### config.mk
export PLATFORM = sky130hd
export DESIGN_NAME = chain_dma_ch
export DESIGN_NICKNAME = d
export VERILOG_FILES = /design/src/rtl/cdma_pkg.sv /design/src/rtl/cdma_seq.sv /design/src/rtl/cdma_irq.sv /design/src/rtl/chain_dma_ch.sv
export SDC_FILE = /design/constraint.sdc
export NUM_CORES = 1
export LEC_CHECK = 0
export ABC_CLOCK_PERIOD_IN_PS = 3000
export BUFFER_PORTS_ARGS = -buffer_cell sky130_fd_sc_hd__buf_4
export CAP_MARGIN = 10
export CORE_MARGIN = 2
export CORE_UTILIZATION = 40
export CTS_CLUSTER_DIAMETER = 150
export DETAILED_ROUTE_END_ITERATION = 10
export REMOVE_ABC_BUFFERS = 1
export SYNTH_ARGS = -nofsm -noshare
export SYNTH_HDL_FRONTEND = slang
export SYNTH_SLANG_ARGS = --single-unit
### constraint.sdc
create_clock -name clk -period 3 [get_ports clk]
set_input_delay 0 -clock clk [delete_from_list [all_inputs] [get_ports clk]]
set_output_delay 0 -clock clk [all_outputs]
set_load 0.02 [all_outputs]
### src/rtl/cdma_pkg.sv
package cdma_pkg;
   localparam int unsigned B_IPEND = 0;
   localparam int unsigned B_EPEND = 1;
   localparam int unsigned B_DRAIN = 2;
   localparam int unsigned B_IEN   = 4;
   localparam int unsigned B_SRST  = 7;
   localparam int unsigned B_DIR   = 8;
   localparam int unsigned B_EN    = 9;
   localparam int unsigned B_CYC   = 10;
   localparam int unsigned B_CNTEN = 13;
   localparam int unsigned B_TC    = 14;
   localparam int unsigned B_BLO   = 18;
   localparam int unsigned B_TCOFF = 23;
   localparam int unsigned B_CHAIN = 24;
   localparam int unsigned B_BUSY  = 25;
   localparam int unsigned B_ACT   = 26;
   localparam int unsigned B_NXT   = 27;

   localparam logic [1:0] IDX_CSR = 2'd0;
   localparam logic [1:0] IDX_ADR = 2'd1;
   localparam logic [1:0] IDX_CNT = 2'd2;

   typedef struct packed {
      logic       int_en;
      logic       dir;
      logic       dma_en;
      logic       cnt_en;
      logic       tci_dis;
      logic       chain_en;
      logic [1:0] burst;
   } ctl_t;

   typedef enum logic [1:0] {S_IDLE, S_XFER, S_DRAIN} seq_st_t;

   function automatic logic [4:0] beats_of(input logic [1:0] code);
      case (code)
         2'b10:   beats_of = 5'd1;
         2'b00:   beats_of = 5'd4;
         2'b01:   beats_of = 5'd8;
         default: beats_of = 5'd16;
      endcase
   endfunction
endpackage

### src/rtl/cdma_seq.sv
module cdma_seq
   import cdma_pkg::*;
#(
   parameter int unsigned LEN_W = 5
) (
   input  logic             clk,
   input  logic             rst_n,
   input  logic             abort,
   input  logic             go,
   input  logic             en,
   input  logic             last,
   input  logic [LEN_W-1:0] len,
   input  logic             mem_ack,
   input  logic             mem_err,
   output logic             mem_req,
   output logic             beat,
   output logic             busy,
   output logic             draining,
   output logic             idle,
   output logic [LEN_W-1:0] len_q
);
   seq_st_t          st;
   logic [LEN_W-1:0] idx;

   always_ff @(posedge clk or negedge rst_n) begin
      if (!rst_n) begin
         st    <= S_IDLE;
         idx   <= '0;
         len_q <= LEN_W'(1);
      end else begin
         case (st)
            S_IDLE: if (go && !abort) begin
               st    <= S_XFER;
               len_q <= len;
               idx   <= '0;
            end
            S_XFER: begin
               if (abort) st <= mem_ack ? S_IDLE : S_DRAIN;
               else if (mem_ack) begin
                  if (mem_err || last || !en || idx == len_q - LEN_W'(1)) st <= S_IDLE;
                  else idx <= idx + LEN_W'(1);
               end
            end
            S_DRAIN: if (mem_ack) st <= S_IDLE;
            default: st <= S_IDLE;
         endcase
      end
   end

   assign mem_req  = (st == S_XFER) || (st == S_DRAIN);
   assign beat     = (st == S_XFER) && mem_ack && !abort;
   assign busy     = (st == S_XFER);
   assign draining = (st == S_DRAIN);
   assign idle     = (st == S_IDLE);
endmodule

### src/rtl/cdma_irq.sv
module cdma_irq #(
   parameter bit IRQ_REG = 1'b0
) (
   input  logic clk,
   input  logic rst_n,
   input  logic clr,
   input  logic w1c_we,
   input  logic w1c_ip,
   input  logic w1c_ep,
   input  logic w1c_tc,
   input  logic set_tc,
   input  logic set_dev,
   input  logic set_err,
   input  logic tci_dis,
   input  logic int_en,
   output logic int_pend,
   output logic err_pend,
   output logic tc,
   output logic irq
);
   always_ff @(posedge clk or negedge rst_n) begin
      if (!rst_n) begin
         int_pend <= 1'b0;
         err_pend <= 1'b0;
         tc       <= 1'b0;
      end else if (clr) begin
         int_pend <= 1'b0;
         err_pend <= 1'b0;
         tc       <= 1'b0;
      end else begin
         int_pend <= (int_pend & ~(w1c_we & w1c_ip)) | (set_tc & ~tci_dis) | set_dev;
         err_pend <= (err_pend & ~(w1c_we & w1c_ep)) | set_err;
         tc       <= (tc & ~(w1c_we & w1c_tc)) | set_tc;
      end
   end

   generate
      if (IRQ_REG) begin : g_irq_flop
         logic irq_q;
         always_ff @(posedge clk or negedge rst_n) begin
            if (!rst_n) irq_q <= 1'b0;
            else        irq_q <= int_en & (int_pend | err_pend);
         end
         assign irq = irq_q;
      end else begin : g_irq_comb
         assign irq = int_en & (int_pend | err_pend);
      end
   endgenerate
endmodule

### src/rtl/chain_dma_ch.sv
module chain_dma_ch
   import cdma_pkg::*;
#(
   parameter int unsigned ADDR_W  = 32,
   parameter int unsigned CNT_W   = 24,
   parameter bit          IRQ_REG = 1'b0
) (
   input  logic              clk,
   input  logic              rst_n,
   input  logic              reg_wr,
   input  logic [3:0]        reg_off,
   input  logic [31:0]       reg_wdata,
   output logic [31:0]       reg_rdata,
   input  logic              dev_req,
   output logic              mem_req,
   output logic              mem_wr,
   output logic [ADDR_W-1:0] mem_addr,
   input  logic              mem_ack,
   input  logic              mem_err,
   output logic              irq
);
   localparam int unsigned LEN_W = 5;
   localparam logic [ADDR_W-1:0] A_STEP = ADDR_W'(4);
   localparam logic [CNT_W-1:0]  C_STEP = CNT_W'(4);

   generate
      if (ADDR_W < 8 || ADDR_W > 32) begin : g_bad_addr
         $error("ADDR_W must lie in 8..32");
      end
      if (CNT_W < 3 || CNT_W > ADDR_W) begin : g_bad_cnt
         $error("CNT_W must lie in 3..ADDR_W");
      end
   endgenerate

   ctl_t              ctl;
   logic [ADDR_W-1:0] nxt_addr, act_addr;
   logic [CNT_W-1:0]  nxt_cnt, act_cnt, cnt_next;
   logic              nxt_vld, act_vld;
   logic              wr_csr, wr_adr, wr_cnt, soft_rst, stage_ok;
   logic              rem_last, beat, busy, draining, seq_idle, done, go;
   logic [LEN_W-1:0]  seq_len;
   logic              int_pend, err_pend, tc;

   assign wr_csr   = reg_wr && (reg_off[3:2] == IDX_CSR);
   assign wr_adr   = reg_wr && (reg_off[3:2] == IDX_ADR);
   assign wr_cnt   = reg_wr && (reg_off[3:2] == IDX_CNT);
   assign soft_rst = wr_csr && reg_wdata[B_SRST];
   assign stage_ok = ctl.dma_en && !nxt_vld;

   always_ff @(posedge clk or negedge rst_n) begin
      if (!rst_n)        ctl <= '0;
      else if (soft_rst) ctl <= '0;
      else if (wr_csr) begin
         ctl.int_en   <= reg_wdata[B_IEN];
         ctl.dir      <= reg_wdata[B_DIR];
         ctl.dma_en   <= reg_wdata[B_EN];
         ctl.cnt_en   <= reg_wdata[B_CNTEN];
         ctl.tci_dis  <= reg_wdata[B_TCOFF];
         ctl.chain_en <= reg_wdata[B_CHAIN];
         ctl.burst    <= reg_wdata[B_BLO+1:B_BLO];
      end
   end

   assign rem_last = act_cnt <= C_STEP;
   assign cnt_next = rem_last ? '0 : act_cnt - C_STEP;
   assign done     = (beat && !mem_err && ctl.cnt_en && rem_last) ||
                     (act_vld && seq_idle && act_cnt == '0);
   assign go       = act_vld && ctl.dma_en && act_cnt != '0;

   always_ff @(posedge clk or negedge rst_n) begin
      if (!rst_n) begin
         nxt_addr <= '0;
         nxt_cnt  <= '0;
         nxt_vld  <= 1'b0;
         act_addr <= '0;
         act_cnt  <= '0;
         act_vld  <= 1'b0;
      end else if (soft_rst) begin
         nxt_vld <= 1'b0;
         act_vld <= 1'b0;
      end else begin
         if (wr_cnt && stage_ok) nxt_cnt <= reg_wdata[CNT_W-1:0];
         if (wr_adr && stage_ok) begin
            nxt_addr <= reg_wdata[ADDR_W-1:0];
            nxt_vld  <= 1'b1;
         end
         if (beat) begin
            if (mem_err) act_vld <= 1'b0;
            else begin
               act_addr <= act_addr + A_STEP;
               if (ctl.cnt_en) act_cnt <= cnt_next;
            end
         end
         if (done) begin
            if (ctl.chain_en && nxt_vld) begin
               act_addr <= nxt_addr;
               act_cnt  <= nxt_cnt;
               nxt_vld  <= 1'b0;
            end else begin
               act_vld <= 1'b0;
            end
         end else if (!act_vld && nxt_vld && ctl.dma_en) begin
            act_addr <= nxt_addr;
            act_cnt  <= nxt_cnt;
            act_vld  <= 1'b1;
            nxt_vld  <= 1'b0;
         end
      end
   end

   cdma_seq #(.LEN_W(LEN_W)) u_seq (
      .clk(clk), .rst_n(rst_n), .abort(soft_rst), .go(go), .en(ctl.dma_en),
      .last(ctl.cnt_en && rem_last), .len(beats_of(ctl.burst)),
      .mem_ack(mem_ack), .mem_err(mem_err), .mem_req(mem_req), .beat(beat),
      .busy(busy), .draining(draining), .idle(seq_idle), .len_q(seq_len)
   );

   cdma_irq #(.IRQ_REG(IRQ_REG)) u_irq (
      .clk(clk), .rst_n(rst_n), .clr(soft_rst), .w1c_we(wr_csr),
      .w1c_ip(reg_wdata[B_IPEND]), .w1c_ep(reg_wdata[B_EPEND]), .w1c_tc(reg_wdata[B_TC]),
      .set_tc(done), .set_dev(dev_req), .set_err(beat && mem_err),
      .tci_dis(ctl.tci_dis), .int_en(ctl.int_en),
      .int_pend(int_pend), .err_pend(err_pend), .tc(tc), .irq(irq)
   );

   assign mem_addr = act_addr;
   assign mem_wr   = ctl.dir;

   always_comb begin
      reg_rdata = '0;
      case (reg_off[3:2])
         IDX_CSR: begin
            reg_rdata[B_IPEND]         = int_pend;
            reg_rdata[B_EPEND]         = err_pend;
            reg_rdata[B_DRAIN]         = draining;
            reg_rdata[B_IEN]           = ctl.int_en;
            reg_rdata[B_DIR]           = ctl.dir;
            reg_rdata[B_EN]            = ctl.dma_en;
            reg_rdata[B_CYC]           = mem_req;
            reg_rdata[B_CNTEN]         = ctl.cnt_en;
            reg_rdata[B_TC]            = tc;
            reg_rdata[B_BLO+1:B_BLO]   = ctl.burst;
            reg_rdata[B_TCOFF]         = ctl.tci_dis;
            reg_rdata[B_CHAIN]         = ctl.chain_en;
            reg_rdata[B_BUSY]          = busy;
            reg_rdata[B_ACT]           = act_vld;
            reg_rdata[B_NXT]           = nxt_vld;
         end
         IDX_ADR: reg_rdata[ADDR_W-1:0] = act_addr;
         IDX_CNT: reg_rdata[CNT_W-1:0]  = act_cnt;
         default: reg_rdata = '0;
      endcase
   end

   logic unused_bits;
   assign unused_bits = ^{reg_off[1:0], reg_wdata};
endmodule

Word-level counts from Yosys, hierarchy flattened. Cells that the tools add are included. W data, S select, Z words.

Bits of input ports: 42. Logic and storage cells: 154. Flip-flop bits (word level): 137. Output and inout port bits: 67.

Eq/ne operators: 14. Muxes and demuxes: 54. Order comparisons: 1. Reduce and logical (&&, ||, !) cells: 44. $add $sub $neg: 4. Bitwise logic cells: 18.

Operator list (number): $mux W24 (7); $mux W32 (5); $add A32 B3 Y32 const B (1); $le A24 B3 Y1 const B (1); $logic_not A24 Y1 (1); $reduce_bool A24 Y1 (1); $sub A24 B3 Y24 const B (1); $logic_and A1 B1 Y1 (22); $mux W5 (4); $pmux W2 S3 (3); $pmux W3 S2 (3); $pmux W3 S3 (2); $mux W8 (2); $pmux W5 S3 (1); $mux W1 (14); $mux W2 (6); $pmux W5 S2 (1); $and A1 B1 Y1 (8); $ne A2 B2 Y1 const B (4); $pmux W4 S2 (1); $eq A2 B1 Y1 const B (3); $eq A2 B2 Y1 const B (3); $logic_not A2 Y1 (3); $pmux W1 S3 (2); other kinds (17) (36).

Logic depth before layout (Yosys ltp). Gate-level depths: netlist of run 1.

Depth after elaboration: 13. Gate-level depth with buffers: 10.

By module. Synthesis of run 1 repeated with hierarchy kept, for this count alone.

Cell total of the unflattened synthesis: 754. Area, all modules: 7522.2 µm².

By module, submodules not included: chain_dma_ch (cells each 650, area each 6505.0 µm², instances 1); cdma_seq (cells each 92, area each 867.1 µm², instances 1); cdma_irq (cells each 12, area each 150.1 µm², instances 1).

Least setup slack after synthesis of run 1. No wires, ideal clock.

Kind: register to register. Start: reg u_seq.st[1]. End: reg act_addr[28], in the netlist mem_addr[28]. Required time: 2879 ps. Path slack: 612 ps. Setup time: 121 ps. Arrival: 2266 ps. Path buffers: 0. Clock period less this slack: 2388 ps. Cell stages (with the launch flop): 9. Cells stage by stage: dfrtp_1 inv_1 ha_1 and4b_1 o211ai_1 a2111o_1 a21boi_4 mux2_4 o22a_1.

Longest elaborated chain between the ends: 8. Elaborated cells on any way between the ends: 14. Classes of those cells: eq/ne: 1; mux: 4; reduce/logical: 9.

RTL lines: from (decl) (RTL line cdma_seq.sv:22) `seq_st_t st;`; from (signal assigned) (RTL line cdma_seq.sv:38) `if (abort) st <= mem_ack ? S_IDLE : S_DRAIN;`; $eq A2 B1 Y1 (RTL line cdma_seq.sv:51) `assign beat = (st == S_XFER) && mem_ack && !abort;`; $logic_and A1 B1 Y1 (2 in a row) (RTL line cdma_seq.sv:51); $logic_and A1 B1 Y1 (3 in a row) (RTL line chain_dma_ch.sv:66) `assign done = (beat && !mem_err && ctl.cnt_en && rem_last) ||`; $logic_or A1 B1 Y1 (RTL line chain_dma_ch.sv:66); $mux W32 (*) (RTL line chain_dma_ch.sv:94) `if (done) begin`; to (signal assigned) (RTL line chain_dma_ch.sv:90) `act_addr <= act_addr + A_STEP;`; to (signal assigned) (RTL line chain_dma_ch.sv:96) `act_addr <= nxt_addr;`; to (signal assigned) (RTL line chain_dma_ch.sv:103) `act_addr <= nxt_addr;`; to (decl) (RTL line chain_dma_ch.sv:36) `logic [ADDR_W-1:0] nxt_addr, act_addr;`.

Every way passes the cells marked *; elsewhere a longest branch is shown, timed or not. A chain may end at the register's enable or synchronous reset.

Worst setup path after layout of run 1.
Start: reg act_cnt[9]. End: reg u_irq.int_pend.

Longest elaborated chain between the ends: 7. Elaborated cells on any way between the ends: 9. Classes of those cells: order compare: 1; mux: 1; bitwise: 3; reduce/logical: 4.

RTL lines: from (decl) (RTL line chain_dma_ch.sv:37) `logic [CNT_W-1:0] nxt_cnt, act_cnt, cnt_next;`; from (signal assigned) (RTL line chain_dma_ch.sv:91) `if (ctl.cnt_en) act_cnt <= cnt_next;`; from (signal assigned) (RTL line chain_dma_ch.sv:97) `act_cnt <= nxt_cnt;`; from (signal assigned) (RTL line chain_dma_ch.sv:104) `act_cnt <= nxt_cnt;`; $le A24 B3 Y1 / $logic_not A24 Y1 (equally long branches) (RTL line chain_dma_ch.sv:64, chain_dma_ch.sv:67); $logic_and A1 B1 Y1, on equally long branches (RTL line chain_dma_ch.sv:66, chain_dma_ch.sv:67); $logic_or A1 B1 Y1 (*) (RTL line chain_dma_ch.sv:66); $and A1 B1 Y1 (*) (RTL line cdma_irq.sv:31) `int_pend <= (int_pend & ~(w1c_we & w1c_ip)) | (set_tc & ~tci_dis) | set_dev;`; $or A1 B1 Y1 (*) (2 in a row) (RTL line cdma_irq.sv:31); $mux W1 (*) (RTL line cdma_irq.sv:26) `end else if (clr) begin`; to (signal assigned) (RTL line cdma_irq.sv:31); to (decl) (RTL line cdma_irq.sv:16) `output logic int_pend,`.

Marked as above.

==> results of run 1 <==
==> state kept, by name, summed over array words and instances (netlist names) <==
name,flops
u_irq.int_pend,1
nxt_addr,32
act_cnt,24
act_vld,1
u_seq.len_q,4
mem_wr,1
nxt_cnt,24
u_seq.idx,5
u_irq.err_pend,1
u_irq.tc,1
u_seq.st,2
mem_addr,32
nxt_vld,1
ctl,7
==> final cells by class <==
class / instances / area, um2 / share of cell area
Multi-Input combinational cell: 555 / 3849 / 0.3962
Sequential cell: 136 / 3405 / 0.3505
Timing Repair Buffer: 183 / 1473 / 0.1516
Clock buffer: 18 / 429.2 / 0.04418
Tap cell: 234 / 292.8 / 0.03014
Clock inverter: 12 / 176.4 / 0.01816
Inverter: 24 / 90.09 / 0.009274
==> power breakdown <==
| group | internal (uW) | switching (uW) | total [uW] |
|---|---|---|---|
| clock network | 1380 | 837 | 2220 |
| logic | 1440 | 1540 | 2990 |
| registers | 2550 | 863 | 3420 |
| total | 5380 | 3240 | 8620 |
==> worst max-delay path, cell delays in order (launching register included) <==
cell,delay [ns]
dfrtp_1,0.49
nor4_4,0.51
and3_1,0.29
buf_4,0.16
nand2_1,0.08
a21oi_1,0.44
a221oi_1,0.17
dlygate4sd3_1,0.58
nor2_1,0.08
==> logic make-up (layout without fill, tap and decap cells) <==
group,Yosys count,count (layout)
adders and majority gates,13,13
muxes,63,63
AOI/OAI and AO/OA,168,168
DFF,136,136
and+or+nand+nor,282,282
xor gates and xnor gates,29,29
buffers and inverters,72,237
==> routing by layer <==
layer | share of wire | routed length [um]
met1 | 0.45 | 10560
met2 | 0.47 | 10980
met3 | 0.060 | 1408
met4 | 0.015 | 355
met5 | 0 | 0
==> stage by stage <==
stage,power (uW),hold slack [ns]
after detailed placement,6368,0.1046
after global routing,9097,0.2066
after global placement,6319,0.09952
after floorplan,5104,-0.2956
after CTS,8640,0.1204
final,8621,0.1464
==> cell usage in the layout, fill, tap and decap left out, types with 5 or more instances in the layout <==
cell type	netlist	routed
and2_1	10	10
nor3_1	18	18
a22oi_1	15	15
clkbuf_16	0	17
a31oi_1	7	7
buf_4	1	144
and3_1	18	18
a21oi_1	46	45
mux2i_1	5	5
ha_1	13	13
nand2b_1	12	12
xor2_1	16	16
nor4_1	9	9
dfrtp_1	135	135
nand4_1	16	16
o21ai_0	34	34
mux2_2	55	55
nor2b_1	14	14
o211ai_1	7	7
a22o_1	6	6
nand2_1	49	49
dlygate4sd3_1	0	38
nor2_1	59	57
nand3_1	41	41
xnor2_1	13	13
or3_1	6	6
a222oi_1	12	12
inv_1	24	24
==> how the worst max path moves through the flow <==
stage | start | end | slack [ns]
floorplan | reg_off[2] | mem_addr[0] | -1.43
global placement | act_cnt[3] | act_cnt[5] | 0.35
detailed placement | act_cnt[9] | mem_addr[17] | 0.30
CTS | act_cnt[9] | u_irq.int_pend | 0.20
global route | act_cnt[9] | u_irq.int_pend | 0.05
finish | act_cnt[9] | u_irq.int_pend | 0.11
==> timing repair <==
action / 4_1_cts / 5_1_grt
endpoints found under the hold margin: 142 / 0
hold buffers: 38 / 0
setup endpoints to repair: 0 / 0
buffers inserted: 0 / 0
==> reports/summary.log, run 1 <==
qor: outcome.outcome finished clean
qor: timing.finalWorstSetupSlack 0.1133 ns
qor: global_routing.grt_busiest_layer met2
qor: logic_synthesis.netlist_instances 763
qor: global_routing.overflow 0
qor: min_path.min-delay-path-class in -> reg
qor: worst_setup_path.regToRegEndpoint u_irq.int_pend
qor: logic_synthesis.synth_adder_area_share 0.02161
qor: logic_synthesis.synthDistinctLibCells 75
qor: timing.finalSetupViolations 0
qor: worst_setup_path.reg_to_reg_startpoint act_cnt[9]
qor: cts.cts.clk_slew.worst_paths 0.06 ns
qor: min_path.whs_path_depth 5
qor: finish.finish.instance_area 9714 um2
qor: timing.rsz0062_at_grt no
qor: route.route.final.wire_length 23,300 um
qor: logic_synthesis.ys.warnings.count 0
qor: route.routed-via-count 6,664
qor: cts.cts_root_buffer clkbuf_16
qor: worst_setup_path.critical_path_arrival 3.24 ns
qor: worst_setup_path.criticalPathCategory reg -> reg
qor: logic_synthesis.synth_top_cell_area_share 0.4489
qor: logic_synthesis.synth.cell_area 7526 um2
qor: global_routing.global_route.usage.met1 0.3281
qor: worst_setup_path.setup.worst_path.start_class flip-flop
qor: logic_synthesis.synth_compound_gate_area_share 0.1528
qor: placed_design.post-dp-hpwl 16,030 um
qor: logic_synthesis.synth_edf_count 0
qor: timing.finalCritPeriodShare 0.9622
qor: timing.achievable-frequency 346.4 MHz
qor: finish.final_stage_net_count 972
qor: route.antenna_violating_nets_post_route 0
qor: worst_setup_path.worst_r2r_path_depth 8
qor: cts.cts.sinks 136
qor: logic_synthesis.ys_top_cells_by_count 135 x dfrtp_1, 59 x nor2_1, 55 x mux2_2
qor: placed_design.globalplace.congestion 0.9252
qor: logic_synthesis.synth.yosys.seq_area_share 0.4524
qor: route.viasPerCell 5.735
qor: logic_synthesis.synth-main-ff-cell dfrtp_1
qor: logic_synthesis.synth-async-reset-ratio 1.000
qor: floorplanning.placeableCoreArea 18,580 um2
qor: global_routing.grt_util_met3 0.04789
qor: worst_setup_path.timing.reg2reg.setup_slack 0.11 ns
qor: route.drtPass1Iterations 6
qor: min_path.hold_path.startpoint reg_off[3]
qor: power.power_density 887.4 nW/um2
qor: power.static-leakage-power 0.004362 uW
qor: timing.timing.max_slew.rel_slack 0.3404
qor: finish.final_layout_size_suffix_gt1_frac 0.2737
qor: timing.fin_crit 2.887 ns
qor: placed_design.placement.io_buffers 106
qor: route.wire_per_inst 20.05 um
qor: timing.timing_worst_slew_pin_value 0.9858 ns
qor: global_routing.antenna_violations_before_repair 0
qor: route.drc_errors 0
qor: floorplanning.chipHeight 141.2 um
qor: logic_synthesis.ys_ff_latch 136
qor: finish.layout.filler_cells 1,739
qor: logic_synthesis.yosys.area_share.simple 0.2060
qor: finish.layout_area_growth_over_synthesis 29.08%
qor: global_routing.grt_pass1_wl 36,570 um
qor: logic_synthesis.synth.area.mux_share 0.09443
qor: placed_design.placed_cells 1,094
qor: logic_synthesis.synth-xor-area-share 0.03375
qor: global_routing.grt_use_met2 0.3832
qor: finish.n_antenna_cell 0
qor: cts.cts_tree yes
qor: logic_synthesis.post_synth_main_area_contributors dfrtp_1 45%, mux2_2 8.2%, a21oi_1 3.1%
qor: floorplanning.chipWidth 141.2 um
qor: placed_design.place_area 8728 um2
qor: cts.clockBufferDepth 2
qor: global_routing.global_route.usage.total 0.2383
qor: logic_synthesis.yosysTopAreaCell dfrtp_1
qor: floorplanning.initial_core_util 0.4051
qor: cts.clock_latency 0.43 ns
qor: timing.hold_viol_final 0
qor: logic_synthesis.post-synth-top-count-cell dfrtp_1
qor: cts.number_of_buffers_created_by_cts 17
qor: worst_setup_path.critical_path.max_fanout 8
qor: power.ir_drop 0.5156 mV
qor: logic_synthesis.main_combinational_cell_family_by_area_after_synthesis simple AND/OR/NAND/NOR gates
qor: cts.cts-htree-levels 4
qor: finish.final_cells 1,162
qor: worst_setup_path.critical_path.endpoint_type flip-flop
qor: run.max_cap_viol_count 0
qor: timing.finalClockSkew 0.01277 ns
qor: placed_design.dpl_worst_slack 0.2999 ns
qor: logic_synthesis.syn_avg_cell_area 9.864 um2
qor: timing.timing.final.max_slew_violations 0
qor: finish.finalCoreUtilization 0.5228
qor: route.first_iter_violations 526
qor: worst_setup_path.worstPathRequired 3.35 ns
qor: global_routing.first_global_vias 6,472
qor: floorplanning.ioPinCount 109
qor: floorplanning.die_area 19,930 um2
qor: global_routing.grt_max_degree 79
qor: cts.cts_resized 0
qor: min_path.hold_end nxt_cnt[7]
qor: timing.final.setup.tns 0 ns
qor: floorplanning.fp-row-count 50
Power figures use the tool's default switching activity.
==> inputs of run 2 (changes only) <==
==> constraint.sdc (replaced) <==
create_clock -name clk -period 3 [get_ports clk]
set_input_delay 0.3 -clock clk [delete_from_list [all_inputs] [get_ports clk]]
set_output_delay 0.3 -clock clk [all_outputs]
set_load 0.02 [all_outputs]
==> run 2 against run 1 <==
Core utilization down 1.7 points. Sequential share of layout area up 1.2 points. Critical path depth up 2. Via count down 2.0%. First-iteration DRC count up 19%. Total power about the same. Clock skew down 0.0041 ns. Worst setup slack better by 0.17 ns. Critical path type unchanged. Largest cell class unchanged. Highest routed layer unchanged.
==> reports/summary.log, run 2 (synthesized netlist as in run 1, its figures left out) <==
qor: worst_setup_path.critical_path_arrival 3.02 ns [-0.22 ns]
qor: placed_design.globalplace.congestion 0.9269 [+0.18%]
qor: finish.final_stage_net_count 933 [-4.0%]
qor: floorplanning.placeableCoreArea 18,580 um2 [unchanged]
qor: timing.timing.final.max_slew_violations 0 [unchanged]
qor: floorplanning.fp-row-count 50 [unchanged]
qor: timing.fin_crit 2.712 ns [-0.1744 ns]
qor: timing.rsz0062_at_grt no
qor: power.clockPowerShare 0.262 [+0.005]
qor: cts.clock_latency 0.42 ns [about the same]
qor: cts.cts_root_buffer clkbuf_16
qor: route.antenna_violating_nets_post_route 0 [unchanged]
qor: global_routing.antenna_violations_before_repair 0 [unchanged]
qor: worst_setup_path.cp_cell_sequence inv_1, ha_1, and4b_1, o211ai_1, buf_4, a2111o_1, a21boi_4, buf_4, mux2_4, o22a_1
qor: worst_setup_path.cpPeakStageDelay 0.49 ns [-0.09 ns]
qor: power.sw_frac_of_total 0.3721 [-0.004125]
qor: route.wire_per_inst 20.52 um [+2.3%]
qor: global_routing.global_route.usage.total 0.2352 [-0.003125]
qor: placed_design.post-dp-hpwl 16,000 um [-0.17%]
qor: power.sequentialPowerShare 0.397 [about the same]
qor: worst_setup_path.timing.critical_path.max_delay_family compound AO/OA/AOI/OAI gates
qor: cts.clockBufferDepth 2 [unchanged]
qor: route.routed-via-count 6,529 [-2.0%]
qor: floorplanning.die_area 19,930 um2 [unchanged]
qor: route.drc_errors 0 [unchanged]
qor: worst_setup_path.cpMaxStageDelayCell a2111o_1
qor: floorplanning.chipHeight 141.2 um [unchanged]
qor: power.cell_internal_pwr 5410 uW [+0.60%]
qor: timing.finalCritPeriodShare 0.9041 [-0.05812]
qor: cts.cts.clk_slew.worst_paths 0.06 ns [about the same]
qor: route.first_iter_violations 628 [+19%]
qor: timing.achievable-frequency 368.7 MHz [+6.4%]
qor: floorplanning.initial_core_util 0.4051 [unchanged]
qor: finish.layout.cells.most_common buf_4
qor: worst_setup_path.setup.worst_path.start_class flip-flop
qor: worst_setup_path.critical_path.endpoint_type flip-flop
qor: placed_design.placement.io_buffers 106 [unchanged]
qor: cts.post_cts.repair.setup_buffers 0 [unchanged]
qor: global_routing.grt_max_degree 65 [-18%]
qor: worst_setup_path.critical_path.max_fanout 12 [+4]
qor: cts.cts-htree-levels 4 [unchanged]
qor: power.static-leakage-power 0.004227 uW [-3.1%]
qor: timing.hold_slack 0.1056 ns [-0.04078 ns]
qor: finish.layout.filler_cells 1,752 [+0.75%]
qor: global_routing.first_global_vias 6,405 [-1.0%]
qor: power.power_density 917.4 nW/um2 [+3.4%]
qor: route.viasPerCell 5.809 [+1.3%]
qor: cts.cts.sinks 136 [unchanged]
qor: worst_setup_path.worstPathRequired 3.31 ns [-0.04 ns]
qor: global_routing.overflow 0 [unchanged]
qor: finish.n_antenna_cell 0 [unchanged]
qor: power.pwr-share-comb 0.341 [-0.005]
qor: power.ir_drop 0.5065 mV [-1.8%]
qor: global_routing.grt_pass1_wl 36,090 um [-1.3%]
qor: timing.timing_worst_slew_pin_value 0.9391 ns [-0.04661 ns]
qor: finish.mostFrequentLayoutCells 140 x buf_4, 135 x dfrtp_1, 57 x nor2_1, 55 x mux2_2, 49 x nand2_1
qor: outcome.outcome finished clean
qor: timing.hold_viol_final 0 [unchanged]
qor: run.max_cap_viol_count 0 [unchanged]
qor: worst_setup_path.criticalPathCategory reg -> reg
qor: finish.final_layout_size_suffix_gt1_frac 0.2854 [+0.01169]
qor: timing.finalSetupViolations 0 [unchanged]
qor: power.power.net_switching 3206 uW [-1.2%]
qor: timing.timing.max_slew.rel_slack 0.3716 [+0.03119]
qor: route.drtPass1Iterations 6 [unchanged]
qor: floorplanning.chipWidth 141.2 um [unchanged]
qor: cts.number_of_buffers_created_by_cts 17 [unchanged]
qor: route.route.final.wire_length 23,060 um [-1.0%]
qor: worst_setup_path.critical_path.most_common_cell buf_4
qor: finish.layout_area_growth_over_synthesis 24.79%
qor: cts.cts_tree yes
qor: worst_setup_path.cp_num_buf_inv 3 [+1]
qor: timing.final.setup.tns 0 ns [unchanged]
qor: min_path.min-delay-path-class in -> reg
qor: timing.finalClockSkew 0.008702 ns [-0.004066 ns]
qor: floorplanning.ioPinCount 109 [unchanged]
-- run 2: cell count changes in the layout (fill, tap and decap cells not counted), sizes merged --
cell         delta
dlygate4sd3    -37
buf             -2
clkbuf          +2
clkinvlp        -1
-- run 2: worst register-to-register path: cells and delay by family (launching register included) --
| family | cells | cell delay (ns) |
|---|---|---|
| buffers and inverters | 3 | 0.50 |
| DFF | 1 | 0.38 |
| muxes | 1 | 0.31 |
| adders and majority gates | 1 | 0.18 |
| and+or+nand+nor | 1 | 0.28 |
| AOI/OAI and AO/OA | 4 | 0.97 |
-- run 2: power groups by stage --
stage	clock network (uW)	registers, uW	logic [uW]
3_5_place_dp	0	3430	2930
4_1_cts	2290	3410	2950
6_report	2260	3420	2930
5_1_grt	2380	3520	3220
2_1_floorplan	0	3430	1680
3_3_place_gp	0	3420	2880
-- run 2: layout make-up --
cell class / instances / area, um2 / share of cell area
multi-input cells: 555 / 3856 / 0.4106
flip-flops and latches: 136 / 3405 / 0.3625
repair buffers: 144 / 1112 / 0.1184
clock buffers: 20 / 466.7 / 0.04969
well taps: 234 / 292.8 / 0.03118
clock inverters: 11 / 168.9 / 0.01799
inverters: 24 / 90.09 / 0.009592
-- run 2: timing repair --
item | in CTS | in global routing
gates resized for setup | 0 | 1
hold endpoints to repair | 62 | 0
hold buffers | 1 | 0
setup endpoints to repair | 0 | 2
-- run 2: path summary, 6_finish.rpt --
path	slack, ns	end	start	depth (start not counted)
max	0.29	mem_addr[29]	u_seq.st[1]	10
min	0.11	nxt_addr[29]	reg_wdata[29]	2
max reg2reg	0.29	mem_addr[29]	u_seq.st[1]	10
min reg2reg	0.49	act_cnt[8]	nxt_cnt[8]	1
max in group asynchronous	1.72	nxt_cnt[12]	rst_n	3
min in group asynchronous	0.47	u_irq.int_pend	rst_n	2
-- run 2: routing by layer --
| metal | global-route usage | wire, um |
|---|---|---|
| met2 | 0.3723 | 10660 |
| met1 | 0.3324 | 10720 |
| met5 | 0 | 0 |
| met4 | 0.06526 | 409 |
| met3 | 0.04314 | 1273 |
-- run 2: through the flow --
stage	worst slack (ns)	total power [uW]	util	instance area, um2	cells
after floorplan	-1.731	5104	-	7322	715
after detailed placement	0.2156	6358	0.4703	8738	1092
after global routing	0.1463	9132	0.5055	9392	1124
final	0.2877	8615	0.5055	9392	1124
after global placement	0.2473	6302	0.4703	8738	1092
after CTS	0.2084	8658	0.5051	9384	1124
